### config.mk
export PLATFORM = sky130hd
export DESIGN_NAME = nand_ecc_accum
export DESIGN_NICKNAME = d
export VERILOG_FILES = /design/src/rtl/nand_ecc_pkg.sv /design/src/rtl/nand_ecc_chunk.sv /design/src/rtl/nand_ecc_seq.sv /design/src/rtl/nand_ecc_accum.sv
export SDC_FILE = /design/constraint.sdc
export NUM_CORES = 1
export LEC_CHECK = 0
export BUFFER_PORTS_ARGS = -buffer_cell sky130_fd_sc_hd__buf_2
export CAP_MARGIN = 0
export CORE_MARGIN = 5
export CORE_UTILIZATION = 60
export DETAILED_ROUTE_END_ITERATION = 16
export PLACE_DENSITY = 0.89
export SETUP_SLACK_MARGIN = 0.3
export SLEW_MARGIN = 20
export SYNTH_ARGS = -nofsm -noshare
export SYNTH_HDL_FRONTEND = slang
export SYNTH_HIERARCHICAL = 1
export SYNTH_SLANG_ARGS = --single-unit
### constraint.sdc
create_clock -name clk -period 2.2 [get_ports clk]
set_clock_uncertainty 0.05 [all_clocks]
set_input_delay 0.11 -clock clk [delete_from_list [all_inputs] [get_ports clk]]
set_output_delay 0.11 -clock clk [all_outputs]
set_load 0.01 [all_outputs]
### src/rtl/nand_ecc_pkg.sv
// Shared types for the NAND Hamming code accumulator.
// Assumes the two-bit mode encoding is fixed by the host driver.
package nand_ecc_pkg;
    typedef enum logic [1:0] {
        ECC_OFF   = 2'b00,
        ECC_ACCUM = 2'b01,
        ECC_READ  = 2'b10,
        ECC_CLEAR = 2'b11
    } ecc_mode_e;

    localparam int CODE_BYTES   = 3;
    localparam int CODE_W       = 8 * CODE_BYTES;
    localparam int SLOT_W       = 2;
endpackage

### src/rtl/nand_ecc_chunk.sv
// Parity accumulator for one chunk.
// Folds each enabled byte into line and column parities and presents the
// three inverted code bytes as {byte2, byte1, byte0}.
// Assumes ADDR_W = 8, which makes 16 line parities fill code bytes 0 and 1.
module nand_ecc_chunk
    import nand_ecc_pkg::*;
#(
    parameter int ADDR_W = 8
) (
    input  logic              clk,
    input  logic              rst_n,
    input  logic              clear_i,
    input  logic              en_i,
    input  logic [ADDR_W-1:0] addr_i,
    input  logic [7:0]        data_i,
    output logic [CODE_W-1:0] code_o
);
    logic [ADDR_W-1:0]   lp_even, lp_odd;
    logic [2:0]          cp_even, cp_odd;
    logic [2:0]          col_e, col_o;
    logic                row_par;
    logic [2*ADDR_W-1:0] lp_pair;

    // Column parity contributions and row parity of the incoming byte.
    always_comb begin
        row_par = ^data_i;
        for (int j = 0; j < 3; j++) begin
            col_e[j] = 1'b0;
            col_o[j] = 1'b0;
            for (int b = 0; b < 8; b++) begin
                if (((b >> j) & 1) != 0) col_o[j] = col_o[j] ^ data_i[b];
                else                     col_e[j] = col_e[j] ^ data_i[b];
            end
        end
    end

    // Parity state update: clear wins over accumulate.
    always_ff @(posedge clk) begin
        if (!rst_n || clear_i) begin
            lp_even <= '0;
            lp_odd  <= '0;
            cp_even <= '0;
            cp_odd  <= '0;
        end else if (en_i) begin
            lp_odd  <= lp_odd  ^ ({ADDR_W{row_par}} &  addr_i);
            lp_even <= lp_even ^ ({ADDR_W{row_par}} & ~addr_i);
            cp_odd  <= cp_odd  ^ col_o;
            cp_even <= cp_even ^ col_e;
        end
    end

    // Interleave even/odd line parities into byte order.
    for (genvar i = 0; i < ADDR_W; i++) begin : g_pair
        assign lp_pair[2*i]   = ~lp_even[i];
        assign lp_pair[2*i+1] = ~lp_odd[i];
    end

    assign code_o = {~cp_odd[2], ~cp_even[2], ~cp_odd[1], ~cp_even[1],
                     ~cp_odd[0], ~cp_even[0], 2'b11,
                     lp_pair[15:8], lp_pair[7:0]};

    AST_CLEAR_ONES: assert property (@(posedge clk) disable iff (!rst_n)
        clear_i |=> (code_o == '1));
    AST_IDLE_HOLD: assert property (@(posedge clk) disable iff (!rst_n)
        (!en_i && !clear_i) |=> $stable(code_o));
endmodule

### src/rtl/nand_ecc_seq.sv
// Mode sequencer for the accumulator.
// Keeps the byte address and chunk index for accumulation, and the readout
// pointer (chunk, slot) used to pick code bytes. The pointer restarts when
// readout mode is entered.
module nand_ecc_seq
    import nand_ecc_pkg::*;
#(
    parameter int CHUNKS      = 2,
    parameter int CHUNK_BYTES = 256,
    localparam int ADDR_W     = $clog2(CHUNK_BYTES),
    localparam int CIDX_W     = (CHUNKS > 1) ? $clog2(CHUNKS) : 1
) (
    input  logic              clk,
    input  logic              rst_n,
    input  ecc_mode_e         mode_i,
    input  logic              data_valid_i,
    input  logic              rd_strobe_i,
    output logic [ADDR_W-1:0] byte_addr_o,
    output logic [CIDX_W-1:0] chunk_idx_o,
    output logic              acc_en_o,
    output logic              clear_o,
    output logic              rd_active_o,
    output logic [CIDX_W-1:0] rd_chunk_o,
    output logic [SLOT_W-1:0] rd_slot_o
);
    logic [ADDR_W-1:0] addr_q;
    logic [CIDX_W-1:0] chunk_q, rd_chunk_q, eff_chunk;
    logic [SLOT_W-1:0] rd_slot_q, eff_slot;
    ecc_mode_e         prev_mode;
    logic              entering;

    assign acc_en_o    = (mode_i == ECC_ACCUM) && data_valid_i;
    assign clear_o     = (mode_i == ECC_CLEAR);
    assign rd_active_o = (mode_i == ECC_READ);
    assign entering    = rd_active_o && (prev_mode != ECC_READ);

    // Byte address and chunk index of the next accumulated byte.
    always_ff @(posedge clk) begin
        if (!rst_n || clear_o) begin
            addr_q  <= '0;
            chunk_q <= '0;
        end else if (acc_en_o) begin
            addr_q <= addr_q + 1'b1;
            if (addr_q == ADDR_W'(CHUNK_BYTES - 1))
                chunk_q <= (chunk_q == CIDX_W'(CHUNKS - 1)) ? '0 : chunk_q + 1'b1;
        end
    end

    // Remember the previous mode to detect entry into readout.
    always_ff @(posedge clk) begin
        if (!rst_n) prev_mode <= ECC_OFF;
        else        prev_mode <= mode_i;
    end

    // Effective pointer: first position on the cycle readout is entered.
    always_comb begin
        eff_chunk = entering ? '0 : rd_chunk_q;
        eff_slot  = entering ? '0 : rd_slot_q;
    end

    // Readout pointer: steps slot 0..2, then moves to the next chunk.
    always_ff @(posedge clk) begin
        if (!rst_n) begin
            rd_chunk_q <= '0;
            rd_slot_q  <= '0;
        end else if (rd_active_o) begin
            if (rd_strobe_i) begin
                if (eff_slot == SLOT_W'(CODE_BYTES - 1)) begin
                    rd_slot_q  <= '0;
                    rd_chunk_q <= (eff_chunk == CIDX_W'(CHUNKS - 1)) ? '0 : eff_chunk + 1'b1;
                end else begin
                    rd_slot_q  <= eff_slot + 1'b1;
                    rd_chunk_q <= eff_chunk;
                end
            end else begin
                rd_slot_q  <= eff_slot;
                rd_chunk_q <= eff_chunk;
            end
        end
    end

    assign byte_addr_o = addr_q;
    assign chunk_idx_o = chunk_q;
    assign rd_chunk_o  = eff_chunk;
    assign rd_slot_o   = eff_slot;

    AST_CNT_STEP: assert property (@(posedge clk) disable iff (!rst_n)
        (acc_en_o && addr_q != '1) |=> (addr_q == $past(addr_q) + 1'b1));
    AST_ADDR_WRAP: assert property (@(posedge clk) disable iff (!rst_n)
        (acc_en_o && addr_q == '1) |=> (addr_q == '0));
    AST_CLEAR_CNT: assert property (@(posedge clk) disable iff (!rst_n)
        clear_o |=> (addr_q == '0 && chunk_q == '0));
    AST_PTR_RESTART: assert property (@(posedge clk) disable iff (!rst_n)
        (rd_active_o && rd_strobe_i && rd_slot_o == SLOT_W'(CODE_BYTES - 1)
         && rd_chunk_o == CIDX_W'(CHUNKS - 1))
        |=> (!rd_active_o || (rd_chunk_o == '0 && rd_slot_o == '0)));
    AST_SLOT_RANGE: assert property (@(posedge clk) disable iff (!rst_n)
        rd_slot_q < SLOT_W'(CODE_BYTES));
endmodule

### src/rtl/nand_ecc_accum.sv
// Top of the NAND Hamming code accumulator.
// One parity accumulator per chunk, a shared sequencer, and a read mux that
// swaps flash data for code bytes while in readout mode.
// Assumes 256-byte chunks (three code bytes each).
module nand_ecc_accum
    import nand_ecc_pkg::*;
#(
    parameter int CHUNKS      = 2,
    parameter int CHUNK_BYTES = 256
) (
    input  logic       clk,
    input  logic       rst_n,
    input  logic [1:0] ecc_mode,
    input  logic       data_valid,
    input  logic [7:0] data_byte,
    input  logic       rd_strobe,
    input  logic [7:0] flash_rdata,
    output logic [7:0] rd_data
);
    localparam int ADDR_W = $clog2(CHUNK_BYTES);
    localparam int CIDX_W = (CHUNKS > 1) ? $clog2(CHUNKS) : 1;

    logic [ADDR_W-1:0] byte_addr;
    logic [CIDX_W-1:0] chunk_idx, rd_chunk;
    logic [SLOT_W-1:0] rd_slot;
    logic              acc_en, clear, rd_active;
    logic [CODE_W-1:0] codes [CHUNKS];
    logic [CODE_W-1:0] sel_code;
    logic [7:0]        code_byte;

    nand_ecc_seq #(.CHUNKS(CHUNKS), .CHUNK_BYTES(CHUNK_BYTES)) u_seq (
        .clk          (clk),
        .rst_n        (rst_n),
        .mode_i       (ecc_mode_e'(ecc_mode)),
        .data_valid_i (data_valid),
        .rd_strobe_i  (rd_strobe),
        .byte_addr_o  (byte_addr),
        .chunk_idx_o  (chunk_idx),
        .acc_en_o     (acc_en),
        .clear_o      (clear),
        .rd_active_o  (rd_active),
        .rd_chunk_o   (rd_chunk),
        .rd_slot_o    (rd_slot)
    );

    for (genvar g = 0; g < CHUNKS; g++) begin : g_chunk
        nand_ecc_chunk #(.ADDR_W(ADDR_W)) u_chunk (
            .clk     (clk),
            .rst_n   (rst_n),
            .clear_i (clear),
            .en_i    (acc_en && (chunk_idx == CIDX_W'(g))),
            .addr_i  (byte_addr),
            .data_i  (data_byte),
            .code_o  (codes[g])
        );
    end

    // Pick the code byte for the current slot: byte 1, byte 0, byte 2.
    always_comb begin
        sel_code = codes[rd_chunk];
        case (rd_slot)
            2'd0:    code_byte = sel_code[15:8];
            2'd1:    code_byte = sel_code[7:0];
            default: code_byte = sel_code[23:16];
        endcase
    end

    assign rd_data = rd_active ? code_byte : flash_rdata;
endmodule

==> results.toml, run 1 <==
[sta]
worst_pin_slew_ps = 620
relSlewSlack_pct = 58.7
setup_slack_ps = -147
finalMaxSlewViolations = 0
hold_ws_ps = 74.4
setup_viol = 8
fmax_mhz = 426
min_period_ps = 2350
period_share_pct = 107
rsz0062_at_grt = "yes"
hold_viol = 0
setup_tns_ps = -1050

[grt]
grt-ovfl-total = 0
antenna_found_initial = 0
grt_max_degree = 33
grt_pass1_vias = 3202
grt_util_all_layers_pct = 25.9
grt_pass1_wl_um = 15100

[logic_synthesis]
ys_types = 46
synth_edf_count = 0
synth_cells = 432
synth_area_um2 = 3540
ys_seq_area_share_pct = 32.8
ys_ff_latch = 58
avgSynthCellArea_um2 = 8.21
async_reset_ff_share_pct = 0
synth_flop_cell = "dfxtp_1"
yosysWarningCount = 6

[die]
start_util_pct = 61.0
dieArea_um2 = 7540
coreArea_um2 = 5820
die_y_um = 86.9
pin_count = 30
rows = 28
die_w_um = 86.9

[finish]
antenna_cells = 0
fin_nets = 490
nFillCells = 433
fin_util_pct = 70.8
drive_above_1_share_pct = 20.4
area_growth_pct = 16.1

[placed_design]
post-dp-hpwl_um = 5980
gp_congestion = 0.844
portBuffers = 29

[power_and_ir_drop]
peakVddDrop_mv = 0.615
power.density_nw_per_um2 = 609
leakage_nw = 1.43

[clock_network]
cts_buffers = 9
clock_latency_ps = 340
cts.clk_slew.worst_paths_ps = 60
cts_sinks = 58
hold_buffers = 0
cts_root_buf = "clkbuf_8"
cts-htree-levels = 3
cts_tree = "built"
clk_path_buf_depth = 2

[worst_hold_path]
hold-path-endpoint = "u_seq/rd_slot_q[0]"
min_path_type = "in2reg"
holdCritStartpoint = "rst_n"
min_path_cells = 2

[routing]
drc = 0
wl_per_cell_um = 17.4
wirelength_um = 9520
dr.pass1.iters = 6
avgViaCountPerCell = 6.18
drtIter0Drc = 347
postRouteAntennaNets = 0
vias = 3374

[worst_setup_path]
reg2regPathDepth = 4
cp-end-kind = "primary output"
crit_type = "reg2out"
slowest_delay_ps = 320
cp_top_family = "buffers and inverters"
cp_num_buf_inv = 3
worstPathMaxFanout = 6
cp_slowest_cell = "dfxtp_2"
cp-start-kind = "flop"
critPathArrivalTime_ps = 2190
reg2reg_slack_ps = 490
r2r_start = "u_seq/chunk_idx_o"
worstPathRequired_ps = 2040
r2r-end = "g_chunk[1].u_chunk/lp_even[5]"
cp_cell_sequence = "nand2b_4 -> nand2_4 -> and2_4 -> buf_6 -> buf_16 -> mux2_2 -> a222oi_1 -> a21oi_1 -> buf_2"

[outcome]
violations = "setup timing"
status = "finished with violations"

[run]
maxCapViolations = 0
[state kept, by name, indices dropped and copies added (netlist names), 2 cells and up]
signal / cells
u_seq/byte_addr_o: 8
u_seq/prev_mode: 2
g_chunk.u_chunk/cp_even: 6
u_seq/rd_slot_q: 2
g_chunk.u_chunk/cp_odd: 6
g_chunk.u_chunk/lp_odd: 16
g_chunk.u_chunk/lp_even: 16
[area by class of cell]
| cell class | count | area (um2) | share of cell area [%] |
|---|---|---|---|
| multi-input cells | 297 | 2090 | 50.7 |
| flip-flops and latches | 58 | 1160 | 28.3 |
| repair buffers | 50 | 395 | 9.61 |
| inverters | 51 | 191 | 4.65 |
| clock buffers | 12 | 145 | 3.53 |
| well taps | 75 | 93.8 | 2.28 |
| clock inverters | 3 | 40.0 | 0.973 |
[cells by family (layout without fill, tap and decap cells)]
kind of cell / count (synthesis) / in the layout / synth area share (%)
mux: 26 / 26 / 8.61
compound gates: 98 / 98 / 19.5
other cells: 2 / 4 / 0.212
xor+xnor: 44 / 44 / 10.9
buf+inv: 79 / 116 / 10.6
flops: 58 / 58 / 32.8
fa+ha+maj: 1 / 1 / 0.353
simple gates: 124 / 124 / 17.2
[timing repair]
action                                  in CTS  in global routing
buffers inserted                             4                  2
gates resized for setup                     17                  5
gates cloned                                 3                  0
pin swaps                                   16                 12
endpoints found under the setup margin       8                 10
[routing by layer]
metal | part of all wire, % | vias up | GRT usage [%]
met4 | 3.6 | 0 | 15.7
met2 | 51 | 151 | 42.7
met5 | 0 | - | 0
met1 | 39 | 1621 | 31.2
met3 | 6.3 | 36 | 4.82
li1 | - | 1566 | -
[per-stage QoR]
stage | worst slack (ps) | power, mW | instances | instance area, um2
floorplan | 372 | 1.46 | 434 | 3550
CTS | -132 | 2.50 | 544 | 4080
global route | -247 | 2.60 | 546 | 4120
detailed placement | 83.1 | 1.55 | 522 | 3730
global placement | 150 | 1.53 | 522 | 3730
finish | -147 | 2.51 | 546 | 4120
[how the worst max path moves through the flow]
stage,from,end,slack [ps],depth (start not counted)
global route,u_seq/prev_mode[0],rd_data[7],-250,9
CTS,u_seq/prev_mode[0],rd_data[2],-130,9
finish,u_seq/prev_mode[0],rd_data[5],-150,9
detailed placement,ecc_mode[0],rd_data[3],80,10
global placement,ecc_mode[0],rd_data[5],150,10
floorplan,u_seq/prev_mode[0],rd_data[4],370,8
[worst reg2reg max path: stages (launching register included)]
cell and delay [ps]:
dfxtp_1 370, and2_1 190, inv_1 260, o311ai_0 550, o41ai_1 160
[report_power, final]
group	internal, mW	switching (mW)	leakage [nW]
clock network	0.545	0.417	0.0962
registers	1.07	0.0112	0.469
logic	0.159	0.309	0.862
[layout by cell type (no fill, tap or decap), types with 10 or more instances in the layout]
cell / Yosys / layout
or3_1: 18 / 18
nand2_1: 46 / 45
clkbuf_8: 1 / 10
a21oi_1: 29 / 29
inv_1: 51 / 51
xnor2_1: 33 / 33
o311ai_0: 14 / 14
buf_2: 3 / 29
dfxtp_1: 58 / 56
mux2_2: 19 / 10
o21ai_1: 10 / 10
mux2_4: 4 / 13
o41ai_1: 14 / 14
buf_4: 4 / 14
nor2_1: 29 / 29
[synth_stat cells (3+ instances only)]
library cell  count  share of area [%]
a21oi_1          29                4.1
clkbuf_1         11                1.2
o21ai_1          10                1.4
o21ai_0           9                1.3
nor2_1           29                3.1
dfxtp_1          58                 33
buf_6             5                1.6
mux2_4            4                1.7
nand2_1          46                4.9
and2_1            7                1.2
xor2_1           11                2.7
xnor2_1          33                8.2
buf_4             4               0.85
or3_1            18                3.2
o311ai_0         14                3.5
a222oi_1          8                2.3
or4_1             4               0.85
o31ai_1           4               0.85
a21boi_0          3               0.64
mux2_2           19                6.0
buf_1             3               0.32
buf_2             3               0.42
nand2b_1          6                1.1
nor2b_1           4               0.71
o41ai_1          14                3.5
inv_1            51                5.4
No activity file was read; power rests on OpenSTA's default activity.
==> inputs of run 2 (changes only) <==
--- a/config.mk
+++ b/config.mk
@@ -7,8 +7,10 @@
 export LEC_CHECK = 0
 export BUFFER_PORTS_ARGS = -buffer_cell sky130_fd_sc_hd__buf_2
 export CAP_MARGIN = 0
+export CELL_PAD_IN_SITES_DETAIL_PLACEMENT = 0
+export CELL_PAD_IN_SITES_GLOBAL_PLACEMENT = 1
 export CORE_MARGIN = 5
-export CORE_UTILIZATION = 60
+export CORE_UTILIZATION = 45
 export DETAILED_ROUTE_END_ITERATION = 16
 export PLACE_DENSITY = 0.89
 export SETUP_SLACK_MARGIN = 0.3
==> results.toml, run 2 (same netlist as run 1, synthesis figures left out) <==
[placed_design]
dpl.cell_count = 551
portBuffers = 29
gp_congestion = 0.840
post-dp-hpwl_um = 6000

[finish]
area_growth_pct = 16.8
fin_nets = 492
final-seq-area_um2 = 1160
instances_no_fill = 576
fin_util_pct = 53.8
final_common_cell = "dfxtp_1"
antenna_cells = 0
mostFrequentLayoutCells = "dfxtp_1 (56), inv_1 (51), nand2_1 (45)"
drive_above_1_share_pct = 20.9
nFillCells = 727
multi_input_area_um2 = 2090

[grt]
grt-ovfl-total = 0
grt_pass1_wl_um = 14400
grt_max_degree = 33
antenna_found_initial = 0
grt_pass1_vias = 2997
grt_util_all_layers_pct = 18.5

[worst_setup_path]
cp_cell_sequence = "nand2b_4 -> nand2_4 -> and2_4 -> buf_4 -> mux2_4 -> a222oi_1 -> a21oi_1 -> buf_2"
worstPathMaxFanout = 5
cp-start-kind = "flop"
reg2regPathDepth = 4
crit_type = "reg2out"
r2r_start = "u_seq/byte_addr_o[1]"
cp_top_family = "compound AO/OA/AOI/OAI gates"
slowest_delay_ps = 420
critical_path_depth = 8
critPathArrivalTime_ps = 2180
cp-end-kind = "primary output"
crit_start = "u_seq/prev_mode[0]"
cp_num_buf_inv = 2
worstPathRequired_ps = 2040
cp_slowest_cell = "a222oi_1"

[sta]
setup_tns_ps = -972
hold_ws_ps = 62.7
worst_pin_slew_ps = 686
period_share_pct = 107
hold_viol = 0
setup_slack_ps = -144
finalMaxSlewViolations = 0
min_period_ps = 2340
rsz0062_at_grt = "yes"
setup_viol = 8
fmax_mhz = 427
relSlewSlack_pct = 54.1

[die]
die_y_um = 98.8
die_w_um = 98.8
coreArea_um2 = 7690
pin_count = 30
start_util_pct = 46.1
dieArea_um2 = 9750
rows = 32

[run]
maxCapViolations = 0

[clock_network]
cts_tree = "built"
clk_path_buf_depth = 2
cts-htree-levels = 3
hold_buffers = 0
clock_latency_ps = 340
cts_root_buf = "clkbuf_8"
cts_sinks = 58
cts.clk_slew.worst_paths_ps = 60
cts_buffers = 9

[worst_hold_path]
min_path_type = "in2reg"
min_path_cells = 2
holdCritStartpoint = "rst_n"

[routing]
postRouteAntennaNets = 0
wl_per_cell_um = 15.3
drc = 0
drtIter0Drc = 233
avgViaCountPerCell = 5.45
wirelength_um = 8800
dr.pass1.iters = 9
vias = 3140

[power_and_ir_drop]
power.density_nw_per_um2 = 578
peakVddDrop_mv = 0.343
leakage_nw = 1.43

[outcome]
violations = "setup timing"
status = "finished with violations"
## run 2: cell count changes in the layout (fill, tap and decap cells not counted)
cell       before  now
buf_12          2    3
buf_16          3    2
buf_4          14   16
buf_6           2    1
buf_8           0    1
bufinv_16       1    0
clkbuf_1        2    3
clkinv_2        2    3
mux2_1          1    0
mux2_2         10   11
## run 2: repair_timing
action / in CTS / in global routing
endpoints found under the setup margin: 8 / 9
setup buffers: 6 / 1
gates resized for setup: 21 / 4
gates cloned: 2 / 0
pin swaps: 17 / 8
## run 2: report_power, final
part	internal, mW	switching, mW	total [mW]	leakage, nW
combinational	0.166	0.309	0.476	0.873
sequential	1.07	0.00943	1.08	0.469
clock	0.434	0.407	0.842	0.0872
total	1.67	0.726	2.39	1.43
## run 2: final cells by class
type / count / share of cell area, %
multi-input cells: 297 / 50.4
flip-flops and latches: 58 / 28.1
repair buffers: 52 / 9.82
inverters: 51 / 4.63
clock buffers: 13 / 3.60
well taps: 102 / 3.08
clock inverters: 3 / 0.363
## run 2: per-stage QoR
| step | setup slack (ps) | instance area (um2) | total power [mW] |
|---|---|---|---|
| after floorplan | 372 | 3550 | 1.46 |
| after global placement | 90.3 | 3760 | 1.55 |
| after detailed placement | 50.8 | 3760 | 1.56 |
| after CTS | -157 | 4120 | 2.40 |
| after global routing | -294 | 4140 | 2.51 |
| final | -144 | 4140 | 2.39 |
## run 2: final timing paths
kind | to | slack [ps]
worst max-delay path | rd_data[4] | -140
worst min-delay path | u_seq/rd_slot_q[1] | 60
worst max register to register | u_seq/byte_addr_o[6] | 500
worst min register to register | g_chunk[1].u_chunk/lp_odd[7] | 440
## run 2: layer usage
| layer | part of all wire (%) | GRT usage, % | vias up |
|---|---|---|---|
| li1 | - | - | 1567 |
| met1 | 44 | 22.6 | 1474 |
| met2 | 48 | 30.8 | 80 |
| met3 | 5.5 | 5.24 | 19 |
| met4 | 2.6 | 7.04 | 0 |
| met5 | 0 | 0 | - |
